### src/rtl/serport_sel_pkg.sv
// Shared types for the serial port clock/frame selector.
package serport_sel_pkg;

    // Per-direction source and polarity controls, registered in the top.
    typedef struct packed {
        logic clk_int;   // 1: clock from generator, 0: from pin
        logic fs_int;    // 1: frame sync driven from generator
        logic clk_pol;   // invert clock pin path
        logic fs_pol;    // invert frame pin path
    } dir_cfg_t;

endpackage

### src/rtl/sp_pin_sync.sv
// Multi-stage level synchronizer for asynchronous pin inputs.
// Assumes the inputs are slow levels compared with clk; each bit is handled
// independently, so no coherency between bits is implied.
module sp_pin_sync #(
    parameter int WIDTH  = 5,
    parameter int STAGES = 2
) (
    input  logic             clk,
    input  logic             rst_n,
    input  logic [WIDTH-1:0] d_i,
    output logic [WIDTH-1:0] q_o
);
    logic [WIDTH-1:0] stage_q [STAGES];

    generate
        for (genvar s = 0; s < STAGES; s++) begin : g_stage
            // Shift the pin levels one stage further toward the system domain.
            always_ff @(posedge clk) begin
                if (!rst_n) stage_q[s] <= '0;
                else if (s == 0) stage_q[s] <= d_i;
                else stage_q[s] <= stage_q[(s == 0) ? 0 : s-1];
            end
        end
    endgenerate

    assign q_o = stage_q[STAGES-1];
endmodule

### src/rtl/sp_dir_select.sv
// Source multiplexers and polarity XORs for one direction (clock and frame).
// Assumes pin inputs are already synchronized. A loopback path, when enabled,
// replaces both internal signals; fs_out_allow lets the caller veto
// internal frame driving (used for global sync on the receive side).
module sp_dir_select
    import serport_sel_pkg::*;
(
    input  dir_cfg_t cfg,
    input  logic     fs_out_allow,
    input  logic     clk_pin_s,
    input  logic     fs_pin_s,
    input  logic     gen_clk,
    input  logic     gen_fs,
    input  logic     lb_en,
    input  logic     lb_clk,
    input  logic     lb_fs,
    output logic     int_clk,
    output logic     int_fs,
    output logic     clk_pin_o,
    output logic     clk_oe,
    output logic     fs_pin_o,
    output logic     fs_oe
);
    logic fs_drive;

    // Pick the internal clock and active-high frame sync for this direction.
    always_comb begin
        fs_drive = cfg.fs_int & fs_out_allow;
        if (lb_en) begin
            int_clk = lb_clk;
            int_fs  = lb_fs;
        end else begin
            int_clk = cfg.clk_int ? gen_clk : (clk_pin_s ^ cfg.clk_pol);
            int_fs  = fs_drive    ? gen_fs  : (fs_pin_s  ^ cfg.fs_pol);
        end
    end

    // Pin outputs carry the generator signals through the polarity XOR.
    always_comb begin
        clk_pin_o = gen_clk ^ cfg.clk_pol;
        clk_oe    = cfg.clk_int;
        fs_pin_o  = gen_fs ^ cfg.fs_pol;
        fs_oe     = fs_drive;
    end
endmodule

### src/rtl/sp_edge_unit.sv
// Edge detector and bit/frame strobes for one direction.
// Assumes int_clk is a level sampled on clk. Frame syncs are taken on the
// falling edge; the data bit is captured on the falling edge or launched on
// the rising edge, chosen by LAUNCH_ON_RISE.
module sp_edge_unit #(
    parameter bit LAUNCH_ON_RISE = 1'b0
) (
    input  logic clk,
    input  logic rst_n,
    input  logic int_clk,
    input  logic int_fs,
    input  logic data_in,
    output logic bit_stb,
    output logic frame_stb,
    output logic bit_q
);
    logic clk_q;
    logic rise;
    logic fall;

    assign rise = int_clk & ~clk_q;
    assign fall = ~int_clk & clk_q;

    // Remember the previous internal clock level.
    always_ff @(posedge clk) begin
        if (!rst_n) clk_q <= 1'b0;
        else clk_q <= int_clk;
    end

    // Frame sync seen on the falling edge while active.
    always_ff @(posedge clk) begin
        if (!rst_n) frame_stb <= 1'b0;
        else frame_stb <= fall & int_fs;
    end

    generate
        if (LAUNCH_ON_RISE) begin : g_launch
            // Launch the next bit on the rising edge.
            always_ff @(posedge clk) begin
                if (!rst_n) begin
                    bit_stb <= 1'b0;
                    bit_q   <= 1'b0;
                end else begin
                    bit_stb <= rise;
                    if (rise) bit_q <= data_in;
                end
            end
        end else begin : g_capture
            // Capture the incoming bit on the falling edge.
            always_ff @(posedge clk) begin
                if (!rst_n) begin
                    bit_stb <= 1'b0;
                    bit_q   <= 1'b0;
                end else begin
                    bit_stb <= fall;
                    if (fall) bit_q <= data_in;
                end
            end
        end
    endgenerate
endmodule

### src/rtl/serial_clkfs_select.sv
// Top of the serial port clock and frame selector.
// Registers the controls, synchronizes the pins, selects sources per
// direction and derives strobes. Single system clock domain; serial clocks
// are sampled levels that must be well below clk/4.
module serial_clkfs_select
    import serport_sel_pkg::*;
#(
    parameter int SYNC_STAGES = 2
) (
    input  logic clk,
    input  logic rst_n,
    input  logic mode_rx_clk,
    input  logic mode_tx_clk,
    input  logic mode_rx_fs,
    input  logic mode_tx_fs,
    input  logic pol_rx_clk,
    input  logic pol_tx_clk,
    input  logic pol_rx_fs,
    input  logic pol_tx_fs,
    input  logic global_sync,
    input  logic loopback,
    input  logic gen_clk_i,
    input  logic gen_fs_i,
    input  logic rx_clk_pin_i,
    output logic rx_clk_pin_o,
    output logic rx_clk_pin_oe,
    input  logic tx_clk_pin_i,
    output logic tx_clk_pin_o,
    output logic tx_clk_pin_oe,
    input  logic rx_fs_pin_i,
    output logic rx_fs_pin_o,
    output logic rx_fs_pin_oe,
    input  logic tx_fs_pin_i,
    output logic tx_fs_pin_o,
    output logic tx_fs_pin_oe,
    input  logic rx_data_pin_i,
    output logic tx_data_pin_o,
    input  logic tx_bit_i,
    output logic rx_fs_act,
    output logic tx_fs_act,
    output logic rx_sample_stb,
    output logic rx_bit_o,
    output logic rx_frame_stb,
    output logic tx_launch_stb,
    output logic tx_frame_stb
);
    localparam int NPINS = 5;

    dir_cfg_t rx_cfg_q, tx_cfg_q;
    logic     gsync_q, lb_q;
    logic [NPINS-1:0] pins_raw, pins_s;
    logic rx_int_clk, tx_int_clk, rx_int_fs, tx_int_fs;
    logic rx_data_sel;

    // Controls take effect one system clock after they change.
    always_ff @(posedge clk) begin
        if (!rst_n) begin
            rx_cfg_q <= '0;
            tx_cfg_q <= '0;
            gsync_q  <= 1'b0;
            lb_q     <= 1'b0;
        end else begin
            rx_cfg_q <= '{clk_int: mode_rx_clk, fs_int: mode_rx_fs,
                          clk_pol: pol_rx_clk,  fs_pol: pol_rx_fs};
            tx_cfg_q <= '{clk_int: mode_tx_clk, fs_int: mode_tx_fs,
                          clk_pol: pol_tx_clk,  fs_pol: pol_tx_fs};
            gsync_q  <= global_sync;
            lb_q     <= loopback;
        end
    end

    assign pins_raw = {rx_data_pin_i, tx_fs_pin_i, rx_fs_pin_i,
                       tx_clk_pin_i, rx_clk_pin_i};

    sp_pin_sync #(.WIDTH(NPINS), .STAGES(SYNC_STAGES)) u_sync (
        .clk(clk), .rst_n(rst_n), .d_i(pins_raw), .q_o(pins_s)
    );

    sp_dir_select u_tx_sel (
        .cfg(tx_cfg_q), .fs_out_allow(1'b1),
        .clk_pin_s(pins_s[1]), .fs_pin_s(pins_s[3]),
        .gen_clk(gen_clk_i), .gen_fs(gen_fs_i),
        .lb_en(1'b0), .lb_clk(1'b0), .lb_fs(1'b0),
        .int_clk(tx_int_clk), .int_fs(tx_int_fs),
        .clk_pin_o(tx_clk_pin_o), .clk_oe(tx_clk_pin_oe),
        .fs_pin_o(tx_fs_pin_o), .fs_oe(tx_fs_pin_oe)
    );

    sp_dir_select u_rx_sel (
        .cfg(rx_cfg_q), .fs_out_allow(~gsync_q),
        .clk_pin_s(pins_s[0]), .fs_pin_s(pins_s[2]),
        .gen_clk(gen_clk_i), .gen_fs(gen_fs_i),
        .lb_en(lb_q), .lb_clk(tx_int_clk), .lb_fs(tx_int_fs),
        .int_clk(rx_int_clk), .int_fs(rx_int_fs),
        .clk_pin_o(rx_clk_pin_o), .clk_oe(rx_clk_pin_oe),
        .fs_pin_o(rx_fs_pin_o), .fs_oe(rx_fs_pin_oe)
    );

    assign rx_data_sel = lb_q ? tx_data_pin_o : pins_s[4];
    assign rx_fs_act   = rx_int_fs;
    assign tx_fs_act   = tx_int_fs;

    sp_edge_unit #(.LAUNCH_ON_RISE(1'b1)) u_tx_edge (
        .clk(clk), .rst_n(rst_n), .int_clk(tx_int_clk), .int_fs(tx_int_fs),
        .data_in(tx_bit_i), .bit_stb(tx_launch_stb),
        .frame_stb(tx_frame_stb), .bit_q(tx_data_pin_o)
    );

    sp_edge_unit #(.LAUNCH_ON_RISE(1'b0)) u_rx_edge (
        .clk(clk), .rst_n(rst_n), .int_clk(rx_int_clk), .int_fs(rx_int_fs),
        .data_in(rx_data_sel), .bit_stb(rx_sample_stb),
        .frame_stb(rx_frame_stb), .bit_q(rx_bit_o)
    );
endmodule

### config.mk
export PLATFORM = sky130hd
export DESIGN_NAME = serial_clkfs_select
export DESIGN_NICKNAME = d
export VERILOG_FILES = /design/src/rtl/serport_sel_pkg.sv /design/src/rtl/sp_pin_sync.sv /design/src/rtl/sp_dir_select.sv /design/src/rtl/sp_edge_unit.sv /design/src/rtl/serial_clkfs_select.sv
export SDC_FILE = /design/constraint.sdc
export NUM_CORES = 1
export LEC_CHECK = 0
export BUFFER_PORTS_ARGS = -buffer_cell sky130_fd_sc_hd__buf_2
export CAP_MARGIN = 25
export CORE_AREA = 2 2 54 56
export CTS_BUF_LIST = sky130_fd_sc_hd__clkbuf_4
export CTS_CLUSTER_DIAMETER = 80
export DETAILED_ROUTE_END_ITERATION = 10
export DIE_AREA = 0 0 56 58
export PLACE_DENSITY_LB_ADDON = 0.25
export SLEW_MARGIN = 30
export SYNTH_ARGS = -nofsm -noshare
export SYNTH_HDL_FRONTEND = slang
export SYNTH_HIERARCHICAL = 1
export SYNTH_SLANG_ARGS = --single-unit
### constraint.sdc
create_clock -name clk -period 4.3 [get_ports clk]
set_input_delay 0.86 -clock clk [delete_from_list [all_inputs] [get_ports clk]]
set_output_delay 0.86 -clock clk [all_outputs]
set_load 0.01 [all_outputs]
## Yosys cells after proc, flatten, opt, wreduce, memory -nomap -nowiden

Memory sizes are Yosys's and may differ from the RTL's.
Cells that the tools add are included.

- Muxes and demuxes: 11
- Bitwise operators: 20

Operators by type and width:

| kind | count |
|---|---|
| $mux 5 | 2 |
| $mux 1 | 9 |
| $xor 1x1->1 | 8 |
| $and 1x1->1 | 6 |
| $not 1->1 | 4 |
| $or 1x1->1 | 2 |

- Register bits after elaboration: 18
- Memory bits (writable): 10
- Bits of input ports: 20
- Output and inout bits: 16
- Logic and storage cells: 50
- Memories kept: 1

Memory list:

| memory | depth | bits a word | read ports | clocked after Yosys merged registers in | wr ports | line | source |
|---|---|---|---|---|---|---|---|
| u_sync.stage_q | 2 | 5 | 2 | 0 | 2 | sp_pin_sync.sv:13 | `logic [WIDTH-1:0] stage_q [STAGES];` |

## Depth between registers and ports, before layout

An unclocked memory read counts as a cell.

- Depth after elaboration: 7
- Gate-level depth with buffers: 6

## Cells and area by module

Netlist, hierarchy kept.

Modules (own cells, without submodules):

| module | instances | cells each | area an instance (sq um) | seq. area each (sq um) |
|---|---|---|---|---|
| serial_clkfs_select | 1 | 24 | 289.0 | 200.2 |
| sp_pin_sync | 1 | 20 | 262.8 | 200.2 |
| sp_dir_select | 2 | 14 | 100.1 | 0.0 |
| sp_edge_unit at u_rx_edge | 1 | 11 | 132.6 | 80.1 |
| sp_edge_unit at u_tx_edge | 1 | 11 | 126.4 | 80.1 |

## Least setup slack after synthesis

No wires, ideal clock.

- Path kind: input to output
- Start point: input port gen_fs_i
- End point: output port rx_fs_act
- Arrival time: 1,857 ps
- Slack: 1,583 ps
- Stages: 4
- Path through: nor4bb_1 a221oi_1 inv_1 a221oi_1

- Word-level cells in the longest chain between the ends: 2
- Elaborated cells on any way between the ends: 3
- Classes of those cells: mux (3)

RTL lines:

| what | line | source |
|---|---|---|
| from (decl) | serial_clkfs_select.sv:23 | `input logic gen_fs_i,` |
| $mux 1 | sp_dir_select.sv:34 | `int_fs = fs_drive ? gen_fs : (fs_pin_s ^ cfg.fs_pol);` |
| via tx_fs_act | serial_clkfs_select.sv:40 | `output logic tx_fs_act,` |
| $mux 1 | sp_dir_select.sv:29 | `if (lb_en) begin` |
| to (decl) | serial_clkfs_select.sv:39 | `output logic rx_fs_act,` |

The timed path passes the listed nets, and every way through them passes these cells.

## Worst setup path after layout

- Start point: input port gen_fs_i
- End point: output port rx_fs_act

- Word-level cells in the longest chain between the ends: 2
- Elaborated cells on any way between the ends: 3
- Classes of those cells: mux (3)

RTL lines:

| what | line |
|---|---|
| $mux 1 | sp_dir_select.sv:34 |
| $mux 1 * | sp_dir_select.sv:29 |

Mark *: on every way between the ends. The rest lies on a longest branch, timed or not.

==> summary.txt <==
Status -> completed
DP HPWL -> 1280 microns
Ys Warns -> 6
Row cnt -> 19
Post-CTS setup buffer count -> 0
First-pass GRT wire length -> 2890 microns
Ant diodes -> 0
Initial Utilization -> 38.0%
Layout cell share with drive strength beyond 1 -> 30.7%
Largest net degree at the start of global routing -> 30
I/O pins -> 36
Met3 Resource Use GR -> 2.46%
Sequential element share of the synthesized area -> 55.4%
DR WL/cell -> 9.61 microns
Total Routed Length -> 1640 microns
Post_cts resized -> 0
Met1 Use GR -> 13.6%
Post-Syn Area -> 1010 sq um
Hold path startpoint -> u_sync/stage_q[0][3]
Worst EP required -> 3.44 ns
Htree depth -> 1
Post-synth top flop -> dfxtp_1
Remaining antenna violation count -> 0
Antenna violations before repair -> 0
Worst hold stages -> 1
Int Pwr -> 0.399 mW
Maxcap violations -> 0
Area Growth Syn to Fin -> 28.2%
Most frequent cell after synthesis -> dfxtp_1
Overall Power -> 0.506 mW
Grt ovf -> 0
CTS Buf Count -> 3
Most frequent cells after synthesis -> dfxtp_1 (28), and2_1 (23), inv_1 (5)
Full die area -> 3250 sq um
WHS Endpoint -> u_sync/stage_q[1][3]
Final Slew Violations -> 0
Input/output buffers -> 35
Yosys cell types -> 20
Register Area -> 561 sq um
Clk slew on worst S/H paths -> 0.14 ns
Core area -> 2660 sq um
Switching pwr -> 0.106 mW
Vias in the first global route -> 707
RSZ-0062 raised after global routing -> no
CTS tree -> yes
Arr. time, crit path -> 1.99 ns
Post-synth top area cell -> dfxtp_1
CTS Sinks -> 28
Worst Reg-to-Reg Cells -> 6
Final period utilization -> 66.4%
Worst Hold Class -> reg -> reg
DR vias -> 725
Final hold vios -> 0
Hold buffers post-CTS -> 0
Clock power frac -> 32.9%
DR pass1 iterations -> 3
Fill cell count -> 276
Highest Clock Rate -> 350 MHz
CP Launch Type -> primary input
Initial drt markers -> 9
Asr flop ratio synth -> 0%
Gr usage total -> 11.6%
TNS Setup -> 0 ns
Vias per std cell -> 4.24
WS Path Type -> in -> out
Post-synthesis register bit count -> 28
Multi-input logic area -> 450 sq um
Sw Ratio -> 21.0%
GRT busiest layer -> met2
Period minus WS final -> 2.85 ns
Layout Nets -> 161
Worst IR Drop VDD -> 0.000248 V
CTS Root Cell -> clkbuf_4
Die height -> 58 microns
Gate Count Post-Synth -> 94
Synth top area share -> 55.4%
Seq pwr share -> 55.4%
Crit. End Element -> primary output
Clock Tree Buf Depth -> 2
PwrDens -> 390 nW/um^2
Leakage -> 0.618 nW
Die width -> 56 microns
Reg2Reg Setup Slack -> 2.45 ns
Worst Path Max Fanout -> 4
Top cells by area, synth -> dfxtp_1 (55%), and2_1 (14%), a221oi_1 (3.5%), xnor2_1 (3.5%), xor2_1 (3.5%)
Worst-Skew Late Latency -> 0.32 ns
Mean Syn Cell Area -> 10.8 sq um
Clk_skew -> 0.00505 ns
Setup-failing EPs final -> 0
GR Util met2 -> 19.7%
RR Endpoint -> u_rx_edge/bit_stb
Combinational share of power -> 11.8%
Critical R2R Launch -> tx_cfg_q[1]
Number of enable flip-flop cells after synthesis -> 0
GPL Wtd Cong -> 0.759
# DRC -> 0
-- metrics by stage --
step | utilization (%) | hold slack, ns | cells | cell area [sq um] | worst slack (ns)
detailed placement | 46.7 | 0.416 | 167 | 1240 | 1.43
global placement | 46.7 | 0.409 | 167 | 1240 | 1.55
CTS | 48.7 | 0.448 | 171 | 1300 | 1.42
global route | 48.7 | 0.473 | 171 | 1300 | 1.26
finish | 48.7 | 0.444 | 171 | 1300 | 1.45
floorplan | - | 0.406 | 103 | 1040 | 1.58
-- cell families after synthesis --
| logic type | count (synthesis) | share of synthesized area [%] |
|---|---|---|
| flip-flops | 28 | 55.4 |
| multiplexers | 3 | 3.46 |
| AO/OA/AOI/OAI | 6 | 4.46 |
| other | 2 | 0.743 |
| AND/OR/NAND/NOR | 40 | 25.6 |
| buffers and inverters | 7 | 3.34 |
| XOR/XNOR | 8 | 6.93 |
-- flip-flops by register name, indices dropped and copies added, names as in the netlist --
register and cells:
u_sync/stage_q 10, rx_cfg_q 4, tx_cfg_q 4, gsync_q 1, lb_q 1, u_rx_edge/bit_q 1
u_rx_edge/bit_stb 1, u_rx_edge/clk_q 1, u_rx_edge/frame_stb 1, u_tx_edge/bit_q 1, u_tx_edge/bit_stb 1, u_tx_edge/clk_q 1
u_tx_edge/frame_stb 1
-- critical path, stage by stage --
cell      delay [ns]
buf_2           0.13
nor4bb_1        0.06
a221oi_1        0.34
inv_1           0.08
a221oi_1        0.33
buf_2           0.19
-- power by group through the flow --
stage | clock, mW | sequential [mW] | combinational, mW
floorplan | 0 | 0.286 | 0.0346
global placement | 0 | 0.286 | 0.0587
detailed placement | 0 | 0.286 | 0.0604
CTS | 0.172 | 0.280 | 0.0606
global route | 0.186 | 0.282 | 0.0674
finish | 0.166 | 0.280 | 0.0594
-- cells in the final DEF, fill, tap and decap left out --
master	instances
dfxtp_1	28
nor2b_1	2
bufinv_16	1
and2_1	23
mux2i_1	2
xor2_1	4
and2_2	2
nand2_1	4
conb_1	11
a221oi_1	4
nor2b_4	1
and4b_1	1
buf_2	35
xnor2_1	4
and3_1	1
clkbuf_4	3
nor3b_1	2
nor4bb_1	2
mux2_4	1
nor2_1	2
a21oi_1	2
inv_1	5
-- worst max-delay path by stage --
stage | startpoint | end | cells past startpoint
finish | gen_fs_i | rx_fs_act | 6
global route | gen_fs_i | rx_fs_act | 6
CTS | gen_fs_i | rx_fs_act | 6
detailed placement | gen_fs_i | rx_fs_act | 6
global placement | gen_fs_i | rx_fs_act | 6
floorplan | gen_fs_i | rx_fs_act | 4
-- routing by layer --
layer	vias to the layer above	wire length [microns]
met3	2	112
met1	316	711
met4	0	17
li1	385	-
met5	-	0
met2	22	803
-- layout make-up --
cell class / count / area share (%)
multi-input cells: 68 / 34.7
inverters: 5 / 1.45
repair buffers: 35 / 13.5
flip-flops and latches: 28 / 43.2
clock inverters: 1 / 2.32
clock buffers: 3 / 1.74
well taps: 31 / 2.99
Power figures use the tool's default switching activity.
